[src/rtl/ssp_pkg.sv]
// Package: shared types for the synchronous shift serial port.
// Assumes: one frame kind is active at a time.
package ssp_pkg;
    typedef enum logic [1:0] {
        XFER_IDLE = 2'd0,
        XFER_TX   = 2'd1,
        XFER_RX   = 2'd2
    } xfer_mode_e;
endpackage

[src/rtl/ssp_phase_gen.sv]
// Bit-slot timer: counts oscillator clocks inside each machine-cycle bit
// slot and counts bits inside a frame. It derives the shift clock, the
// sample strobe and the frame end. Assumes start is only raised while idle.
module ssp_phase_gen #(
    parameter int OSC_PER_BIT = 12,
    parameter int FRAME_BITS  = 8,
    parameter int SETUP_CLKS  = 10,
    parameter int LOW_CLKS    = 6
) (
    input  logic clk,
    input  logic rst_n,
    input  logic start,
    output logic active,
    output logic slot_end,
    output logic frame_end,
    output logic sample_now,
    output logic sclk
);
    localparam int PH_W  = $clog2(OSC_PER_BIT);
    localparam int BIT_W = (FRAME_BITS > 1) ? $clog2(FRAME_BITS) : 1;
    localparam logic [PH_W-1:0]  PH_LAST  = PH_W'(OSC_PER_BIT - 1);
    localparam logic [PH_W-1:0]  PH_RISE  = PH_W'(SETUP_CLKS);
    localparam logic [PH_W-1:0]  PH_LOW   = PH_W'(SETUP_CLKS - LOW_CLKS);
    localparam logic [PH_W-1:0]  PH_SAMP  = PH_W'(SETUP_CLKS - 1);
    localparam logic [BIT_W-1:0] BIT_LAST = BIT_W'(FRAME_BITS - 1);

    logic [PH_W-1:0]  phase_q;
    logic [BIT_W-1:0] bit_q;

    // Decode slot and frame boundaries from the counters.
    always_comb begin
        slot_end   = active && (phase_q == PH_LAST);
        frame_end  = slot_end && (bit_q == BIT_LAST);
        sample_now = active && (phase_q == PH_SAMP);
        sclk       = !(active && (phase_q >= PH_LOW) && (phase_q < PH_RISE));
    end

    // Advance the phase and bit counters and track frame activity.
    always_ff @(posedge clk) begin
        if (!rst_n) begin
            active  <= 1'b0;
            phase_q <= '0;
            bit_q   <= '0;
        end else if (start) begin
            active  <= 1'b1;
            phase_q <= '0;
            bit_q   <= '0;
        end else if (active) begin
            if (slot_end) begin
                phase_q <= '0;
                bit_q   <= bit_q + 1'b1;
                if (frame_end) active <= 1'b0;
            end else begin
                phase_q <= phase_q + 1'b1;
            end
        end
    end
endmodule

[src/rtl/ssp_shifter.sv]
// Data path: holds the frame kind and the transmit and receive shift
// registers. It presents transmit bits least significant first and
// captures receive bits at the sample strobe. Assumes the start strobes
// are mutually exclusive and only raised while idle.
module ssp_shifter
    import ssp_pkg::*;
#(
    parameter int FRAME_BITS = 8
) (
    input  logic                  clk,
    input  logic                  rst_n,
    input  logic                  start_tx,
    input  logic                  start_rx,
    input  logic [FRAME_BITS-1:0] tx_byte,
    input  logic                  slot_end,
    input  logic                  frame_end,
    input  logic                  sample_now,
    input  logic                  sd_in,
    output xfer_mode_e            mode,
    output logic                  sd_out,
    output logic                  sd_oe,
    output logic [FRAME_BITS-1:0] rx_byte
);
    logic [FRAME_BITS-1:0] tx_sr;

    // The line is driven only while a transmit frame runs.
    always_comb sd_oe = (mode == XFER_TX);

    // Frame kind plus transmit shifting.
    always_ff @(posedge clk) begin
        if (!rst_n) begin
            mode   <= XFER_IDLE;
            sd_out <= 1'b1;
            tx_sr  <= '0;
        end else if (start_tx) begin
            mode   <= XFER_TX;
            sd_out <= tx_byte[0];
            tx_sr  <= tx_byte >> 1;
        end else if (start_rx) begin
            mode   <= XFER_RX;
        end else if (frame_end) begin
            mode   <= XFER_IDLE;
            sd_out <= 1'b1;
        end else if (slot_end && mode == XFER_TX) begin
            sd_out <= tx_sr[0];
            tx_sr  <= tx_sr >> 1;
        end
    end

    // Receive capture, least significant bit first, at the rising shift clock.
    always_ff @(posedge clk) begin
        if (!rst_n) begin
            rx_byte <= '0;
        end else if (sample_now && mode == XFER_RX) begin
            rx_byte <= {sd_in, rx_byte[FRAME_BITS-1:1]};
        end
    end
endmodule

[src/rtl/ssp_flags.sv]
// Completion flags: each flag sets on its event and stays set until its
// clear input is seen. A set wins over a clear in the same cycle.
module ssp_flags #(
    parameter int NUM_FLAGS = 2
) (
    input  logic                 clk,
    input  logic                 rst_n,
    input  logic [NUM_FLAGS-1:0] set_i,
    input  logic [NUM_FLAGS-1:0] clr_i,
    output logic [NUM_FLAGS-1:0] flag_o
);
    for (genvar i = 0; i < NUM_FLAGS; i++) begin : g_flag
        // Sticky flag register for one event.
        always_ff @(posedge clk) begin
            if (!rst_n)        flag_o[i] <= 1'b0;
            else if (set_i[i]) flag_o[i] <= 1'b1;
            else if (clr_i[i]) flag_o[i] <= 1'b0;
        end
    end
endmodule

[src/rtl/ssp_sync_shift.sv]
// Top: synchronous shift serial port. It decides when a frame starts
// (transmit wins over receive) and wires the timer, data path and flags.
// Assumes a bidirectional pad outside joins sd_out, sd_oe and sd_in.
module ssp_sync_shift
    import ssp_pkg::*;
#(
    parameter int OSC_PER_BIT = 12,
    parameter int FRAME_BITS  = 8,
    parameter int SETUP_CLKS  = 10,
    parameter int LOW_CLKS    = 6
) (
    input  logic                  clk,
    input  logic                  rst_n,
    input  logic                  tx_load,
    input  logic [FRAME_BITS-1:0] tx_byte,
    input  logic                  rx_enable,
    input  logic                  clr_tx_done,
    input  logic                  clr_rx_done,
    input  logic                  sd_in,
    output logic                  sd_out,
    output logic                  sd_oe,
    output logic                  sclk,
    output logic [FRAME_BITS-1:0] rx_byte,
    output logic                  tx_done,
    output logic                  rx_done
);
    localparam int FLAG_TX = 0;
    localparam int FLAG_RX = 1;

    logic       frame_active;
    logic       slot_end, frame_end, sample_now;
    logic       start_tx, start_rx;
    xfer_mode_e mode;
    logic [1:0] flag_set, flag_clr, flags;

    // Start arbitration: a load wins over a pending receive.
    always_comb begin
        start_tx = tx_load && !frame_active;
        start_rx = rx_enable && !rx_done && !frame_active && !tx_load;
        flag_set[FLAG_TX] = frame_end && (mode == XFER_TX);
        flag_set[FLAG_RX] = frame_end && (mode == XFER_RX);
        flag_clr[FLAG_TX] = clr_tx_done;
        flag_clr[FLAG_RX] = clr_rx_done;
        tx_done = flags[FLAG_TX];
        rx_done = flags[FLAG_RX];
    end

    ssp_phase_gen #(
        .OSC_PER_BIT(OSC_PER_BIT),
        .FRAME_BITS (FRAME_BITS),
        .SETUP_CLKS (SETUP_CLKS),
        .LOW_CLKS   (LOW_CLKS)
    ) u_phase (
        .clk       (clk),
        .rst_n     (rst_n),
        .start     (start_tx || start_rx),
        .active    (frame_active),
        .slot_end  (slot_end),
        .frame_end (frame_end),
        .sample_now(sample_now),
        .sclk      (sclk)
    );

    ssp_shifter #(
        .FRAME_BITS(FRAME_BITS)
    ) u_shift (
        .clk       (clk),
        .rst_n     (rst_n),
        .start_tx  (start_tx),
        .start_rx  (start_rx),
        .tx_byte   (tx_byte),
        .slot_end  (slot_end),
        .frame_end (frame_end),
        .sample_now(sample_now),
        .sd_in     (sd_in),
        .mode      (mode),
        .sd_out    (sd_out),
        .sd_oe     (sd_oe),
        .rx_byte   (rx_byte)
    );

    ssp_flags #(
        .NUM_FLAGS(2)
    ) u_flags (
        .clk   (clk),
        .rst_n (rst_n),
        .set_i (flag_set),
        .clr_i (flag_clr),
        .flag_o(flags)
    );
endmodule

[config.mk]
export PLATFORM = sky130hd
export DESIGN_NAME = ssp_sync_shift
export DESIGN_NICKNAME = d
export VERILOG_FILES = /design/src/rtl/ssp_pkg.sv /design/src/rtl/ssp_phase_gen.sv /design/src/rtl/ssp_shifter.sv /design/src/rtl/ssp_flags.sv /design/src/rtl/ssp_sync_shift.sv
export SDC_FILE = /design/constraint.sdc
export NUM_CORES = 1
export LEC_CHECK = 0
export BUFFER_PORTS_ARGS = -buffer_cell sky130_fd_sc_hd__buf_2
export CAP_MARGIN = 20
export CORE_MARGIN = 2
export CORE_UTILIZATION = 45
export CTS_BUF_LIST = sky130_fd_sc_hd__clkbuf_4 sky130_fd_sc_hd__clkbuf_8 sky130_fd_sc_hd__clkbuf_16
export DETAILED_ROUTE_END_ITERATION = 10
export HOLD_SLACK_MARGIN = 0.1
export PLACE_DENSITY = 0.79
export SLEW_MARGIN = 20
export SYNTH_ARGS = -nofsm -noshare
export SYNTH_HDL_FRONTEND = slang
export SYNTH_HIERARCHICAL = 1
export SYNTH_SLANG_ARGS = --single-unit
[constraint.sdc]
create_clock -name clk -period 2.47 [get_ports clk]
set_input_delay 0.247 -clock clk [delete_from_list [all_inputs] [get_ports clk]]
set_output_delay 0.247 -clock clk [all_outputs]
set_load 0.01 [all_outputs]
* Word-level counts from Yosys, hierarchy flattened *
Index checks and enable logic that the tools add are counted.
W data, S select, Z words.

cells by class
  bitwise operators = 1
  multiplexer cells = 20
  equal/unequal tests = 7
  magnitude comparators = 2
  reductions and logical operators = 29
  add/subtract/negate cells = 2

operators by type and width
  cell                   count
  $mux W7                4
  $logic_and A1 B1 Y1    13
  $mux W1                13
  $eq A4 B4 Y1 const B   2
  $reduce_bool A2 Y1     4
  $reduce_bool A3 Y1     2
  $add A4 B1 Y4 const B  1
  $ge A4 B3 Y1 const B   1
  $logic_not A1 Y1       4
  $lt A4 B4 Y1 const B   1
  $mux W2                2
  $mux W4                1
  $reduce_and A2 Y1      2
  $reduce_or A2 Y1       2
  $add A3 B1 Y3 const B  1
  $eq A3 B3 Y1 const B   1
  $reduce_and A3 Y1      1
  $eq A2 B1 Y1 const B   1
  $eq A2 B2 Y1 const B   1
  $ne A2 B1 Y1 const B   1
  $ne A2 B2 Y1 const B   1
  $logic_or A1 B1 Y1     1
  $not A1 Y1             1

word-level totals
  word-level logic and storage cells = 71
  register bits after elaboration = 28
  input port bits = 15

* Longest topological paths before layout *
  depth in word-level cells = 7
  depth in mapped cells = 8

* By module *
Netlist, hierarchy kept.

modules (own cells, without submodules)
  module          instances  area an instance (um^2)  cells each
  ssp_shifter     1          827.0                    84
  ssp_phase_gen   1          422.9                    45
  ssp_flags       1          82.6                     6
  ssp_sync_shift  1          56.3                     8

* Least setup slack after synthesis *
OpenSTA, ideal clock, no wires.

  path kind = register to register
  start point = register u_phase.phase_q[0]
  end point = register u_shift.sd_out
  clock period less this slack = 1.774 ns
  arrival = 1.642 ns
  cell stages (with the launch flop) = 9
  setup slack = 0.696 ns
  setup time = 0.132 ns
  buffers on the path = 1
  required time = 2.338 ns
  path through = dfxtp_1 -> ha_1 -> nand4b_4 -> inv_1 -> and2_1 -> or2_1 -> buf_6 -> o31ai_4 -> o211ai_2

on the way
  cells in the longest elaborated chain, start to end = 6

RTL lines
  item                    line                  RTL
  from (decl)             ssp_phase_gen.sv:27   logic [PH_W-1:0] phase_q;
  from (signal assigned)  ssp_phase_gen.sv:54   phase_q <= phase_q + 1'b1;
  $eq A4 B4 Y1 *          ssp_phase_gen.sv:32   slot_end = active && (phase_q == PH_LAST);
  $logic_and A1 B1 Y1 *   ssp_phase_gen.sv:32
  named net slot_end      ssp_sync_shift.sv:31  logic slot_end, frame_end, sample_now;
  $logic_and A1 B1 Y1 *   ssp_phase_gen.sv:33   frame_end = slot_end && (bit_q == BIT_LAST);
  named net frame_end     ssp_sync_shift.sv:31
  $mux W1                 ssp_shifter.sv:41     end else if (frame_end) begin
  $mux W1                 ssp_shifter.sv:39     end else if (start_rx) begin
  $mux W1                 ssp_shifter.sv:35     end else if (start_tx) begin
  to (signal assigned)    ssp_shifter.sv:37     sd_out <= tx_byte[0];
  to (signal assigned)    ssp_shifter.sv:45     sd_out <= tx_sr[0];
  to (decl)               ssp_shifter.sv:20     output logic sd_out,

The timed path passes the listed nets; every way through them passes the cells marked *. The select of a mux whose other input is x is not followed.
A chain may end at the register's enable or synchronous reset.

* Worst setup path in the final report *
  start point = register u_phase.phase_q[0]
  end point = register u_shift.tx_sr[5]

on the way
  cells in the longest elaborated chain, start to end = 5

RTL lines
  item                         line                  RTL
  $eq A4 B4 Y1                 ssp_phase_gen.sv:32
  $logic_and A1 B1 Y1          ssp_phase_gen.sv:32
  named net slot_end           ssp_sync_shift.sv:31
  $logic_and A1 B1 Y1          ssp_phase_gen.sv:33
  named net frame_end          ssp_sync_shift.sv:31
  $ne A2 B1 Y1 (no line)       -
  $reduce_and A3 Y1 (no line)  -
  to (signal assigned)         ssp_shifter.sv:38     tx_sr <= tx_byte >> 1;
  to (signal assigned)         ssp_shifter.sv:46     tx_sr <= tx_sr >> 1;
  to (decl)                    ssp_shifter.sv:24     logic [FRAME_BITS-1:0] tx_sr;

The timed path passes the listed nets, and every way through them passes these cells.

==> results.tsv <==
metric	value	unit
status	finished, final reports clean	
r2r_end	u_shift/tx_sr[5]	
post-place-cells	199	
startpoint_type	flop	
antenna_found_initial	0	
cts_buffers	3	
ys_top_cells_by_count	dfxtp_1 (28), nor2_1 (16), mux2i_1 (11), nor2b_1 (9)	
drv_cap	0	
nets	190	
setup.worst_path.class	reg2reg	
ff2ff_path_depth	7	
fin_ws	0.431	ns
place.gp.congestion	0.730	
synth_area	0.00139	mm^2
netlist.area_leader.share	40.4	%
cts_sinks	28	
dpl.hpwl	1980	um
yosysTopAreaCell	dfxtp_1	
p_per_area	484	mW/mm^2
chipWidth	59.6	um
synth_cell_types	40	
total_power	0.754	mW
ant_nets	0	
finalSetupTns	0	ns
seq_area_frac_synth	40.4	%
h-tree-depth	1	
max-slew-margin-rel	64.7	%
synthFlopType	dfxtp_1	
hold_ws	0.140	ns
first_global_vias	975	
fin_crit_sh	82.5	%
clock_latency	0.32	ns
syn_nets	162	
wl_per_cell	12.7	um
avgSynthCellArea	9.71	um^2
grt-ovfl-total	0	
ys_ff_latch	28	
fin_util	51.8	%
cts_tree	built	
port_buffers	27	
rsz0062_at_grt	false	
min_period	2.04	ns
crit_arrival	2.29	ns
vdd_drop_max	0.244	mV
fin_cells	202	
grt_use_total	15.5	%
rrSetupSlack	0.43	ns
pre_cts_ws	0.431	ns
max_freq	490	MHz
ctsHoldBuffers	0	
skew	0.00659	ns
critPathCapture	u_shift/tx_sr[5]	
ys_async_sr_fraction	0	%
rows	20	
synth.most_common_cell	dfxtp_1	
die-area	0.00355	mm^2
grt_max_degree	23	
synth_enable_flop_cells	0	
drive_above_1_share	27.8	%
setup_violations	0	
ctsResizeCount	0	
timing.rr.start	u_phase/phase_q[0]	
ys_top_cells_by_area	dfxtp_1 (40%), mux2i_1 (7.9%), nor2_1 (4.3%)	
clk_pin_slew_worst_paths	0.14	ns
placed_area	0.00153	mm^2
fp.coreArea	0.00300	mm^2
required	2.72	ns
ios	28	
cp-end-kind	flop	
n_antenna_cell	0	
drt-total-wl	2570	um
area_delta_synth_final	12.1	%
drt-initial-drc-count	33	
grt_pass1_wl	4290	um
vias	1089	
p_leak	0.725	nW
drc	0	
clk_path_buf_depth	2	
final_cell_area	0.00156	mm^2
setup.worst_path.start	u_phase/phase_q[0]	
dr.pass1.iters	4	
slew_violations	0	
path_max_fanout	8	
root_buffer	clkbuf_4	
ys_warn_count	6	
worstMarginPinSlew	0.528	ns
initial_core_util	46.3	%
cts_setup_buffers	0	
fill_cells	276	
fp.dieH	59.6	um
viasPerCell	5.39	
hold_path_class	in2reg	
finalHoldViolations	0	
syn_inst	143	
[layer usage]
layer  GRT usage, %  share of wire [%]  wire length (um)
met5              0                  0                 0
met4           3.81                1.1                27
met1           22.2                 47              1200
met2           24.6                 48              1230
met3           1.97                4.4               112
[worst min path at each step]
stage	end	from	cells past startpoint	slack, ns
global placement	u_shift/sd_out	tx_byte[0]	3	0.47
floorplan	u_flags/flag_o[0]	rst_n	1	0.36
finish	u_shift/sd_out	tx_byte[0]	3	0.14
detailed placement	u_shift/sd_out	tx_byte[0]	3	0.48
global route	u_shift/sd_out	tx_byte[0]	3	0.15
CTS	u_shift/sd_out	tx_byte[0]	3	0.14
[kinds of logic after synthesis]
logic type / after synthesis / synth area share (%)
flip-flops: 28 / 40.4
AND/OR/NAND/NOR: 59 / 27.1
XOR/XNOR: 2 / 1.26
AO/OA/AOI/OAI: 27 / 14.8
adder cells (fa/ha/maj): 4 / 3.60
multiplexers: 11 / 7.93
buffers and inverters: 12 / 4.95
[where the power goes]
part	leakage, nW	switching, mW	internal [mW]
sequential	0.228	0.0143	0.468
clock	0.0138	0.123	0.0572
combinational	0.483	0.0505	0.0412
total	0.725	0.187	0.566
[worst max-delay path: stages (launching register included)]
cell      delay [ns]
dfxtp_1         0.44
ha_1            0.26
nand4b_4        0.16
inv_1           0.18
and2_1          0.26
or2_1           0.34
nor4_1          0.11
a211oi_1        0.22
[sequential cells by signal (all words and copies together) (netlist names)]
| register | flops |
|---|---|
| u_shift/tx_sr | 7 |
| u_shift/rx_byte | 8 |
| u_shift/sd_out | 1 |
| u_phase/bit_q | 3 |
| u_flags/flag_o | 2 |
| u_shift/mode | 2 |
| u_phase/active | 1 |
| u_phase/phase_q | 4 |
[placed cells by master (no fill, tap or decap), drive strengths merged, types with 2 or more instances in the layout]
| cell | instances |
|---|---|
| nand2b | 5 |
| nor3 | 2 |
| buf | 29 |
| nand2 | 7 |
| nor2 | 16 |
| nor4 | 6 |
| a211oi | 7 |
| inv | 6 |
| nor2b | 11 |
| ha | 4 |
| o211ai | 2 |
| clkbuf | 3 |
| dfxtp | 28 |
| and2b | 2 |
| a21oi | 4 |
| nand3b | 3 |
| xor2 | 2 |
| o21ai | 7 |
| o21a | 4 |
| mux2i | 11 |
[area by class of cell]
type	instances	area, um^2	area share [%]
multi-input cells	103	759	48.8
inverters	6	22.5	1.45
flip-flops and latches	28	561	36.0
clock buffers	3	22.5	1.45
repair buffers	29	150	9.65
well taps	33	41.3	2.65
(Power assumes the default switching activity.)
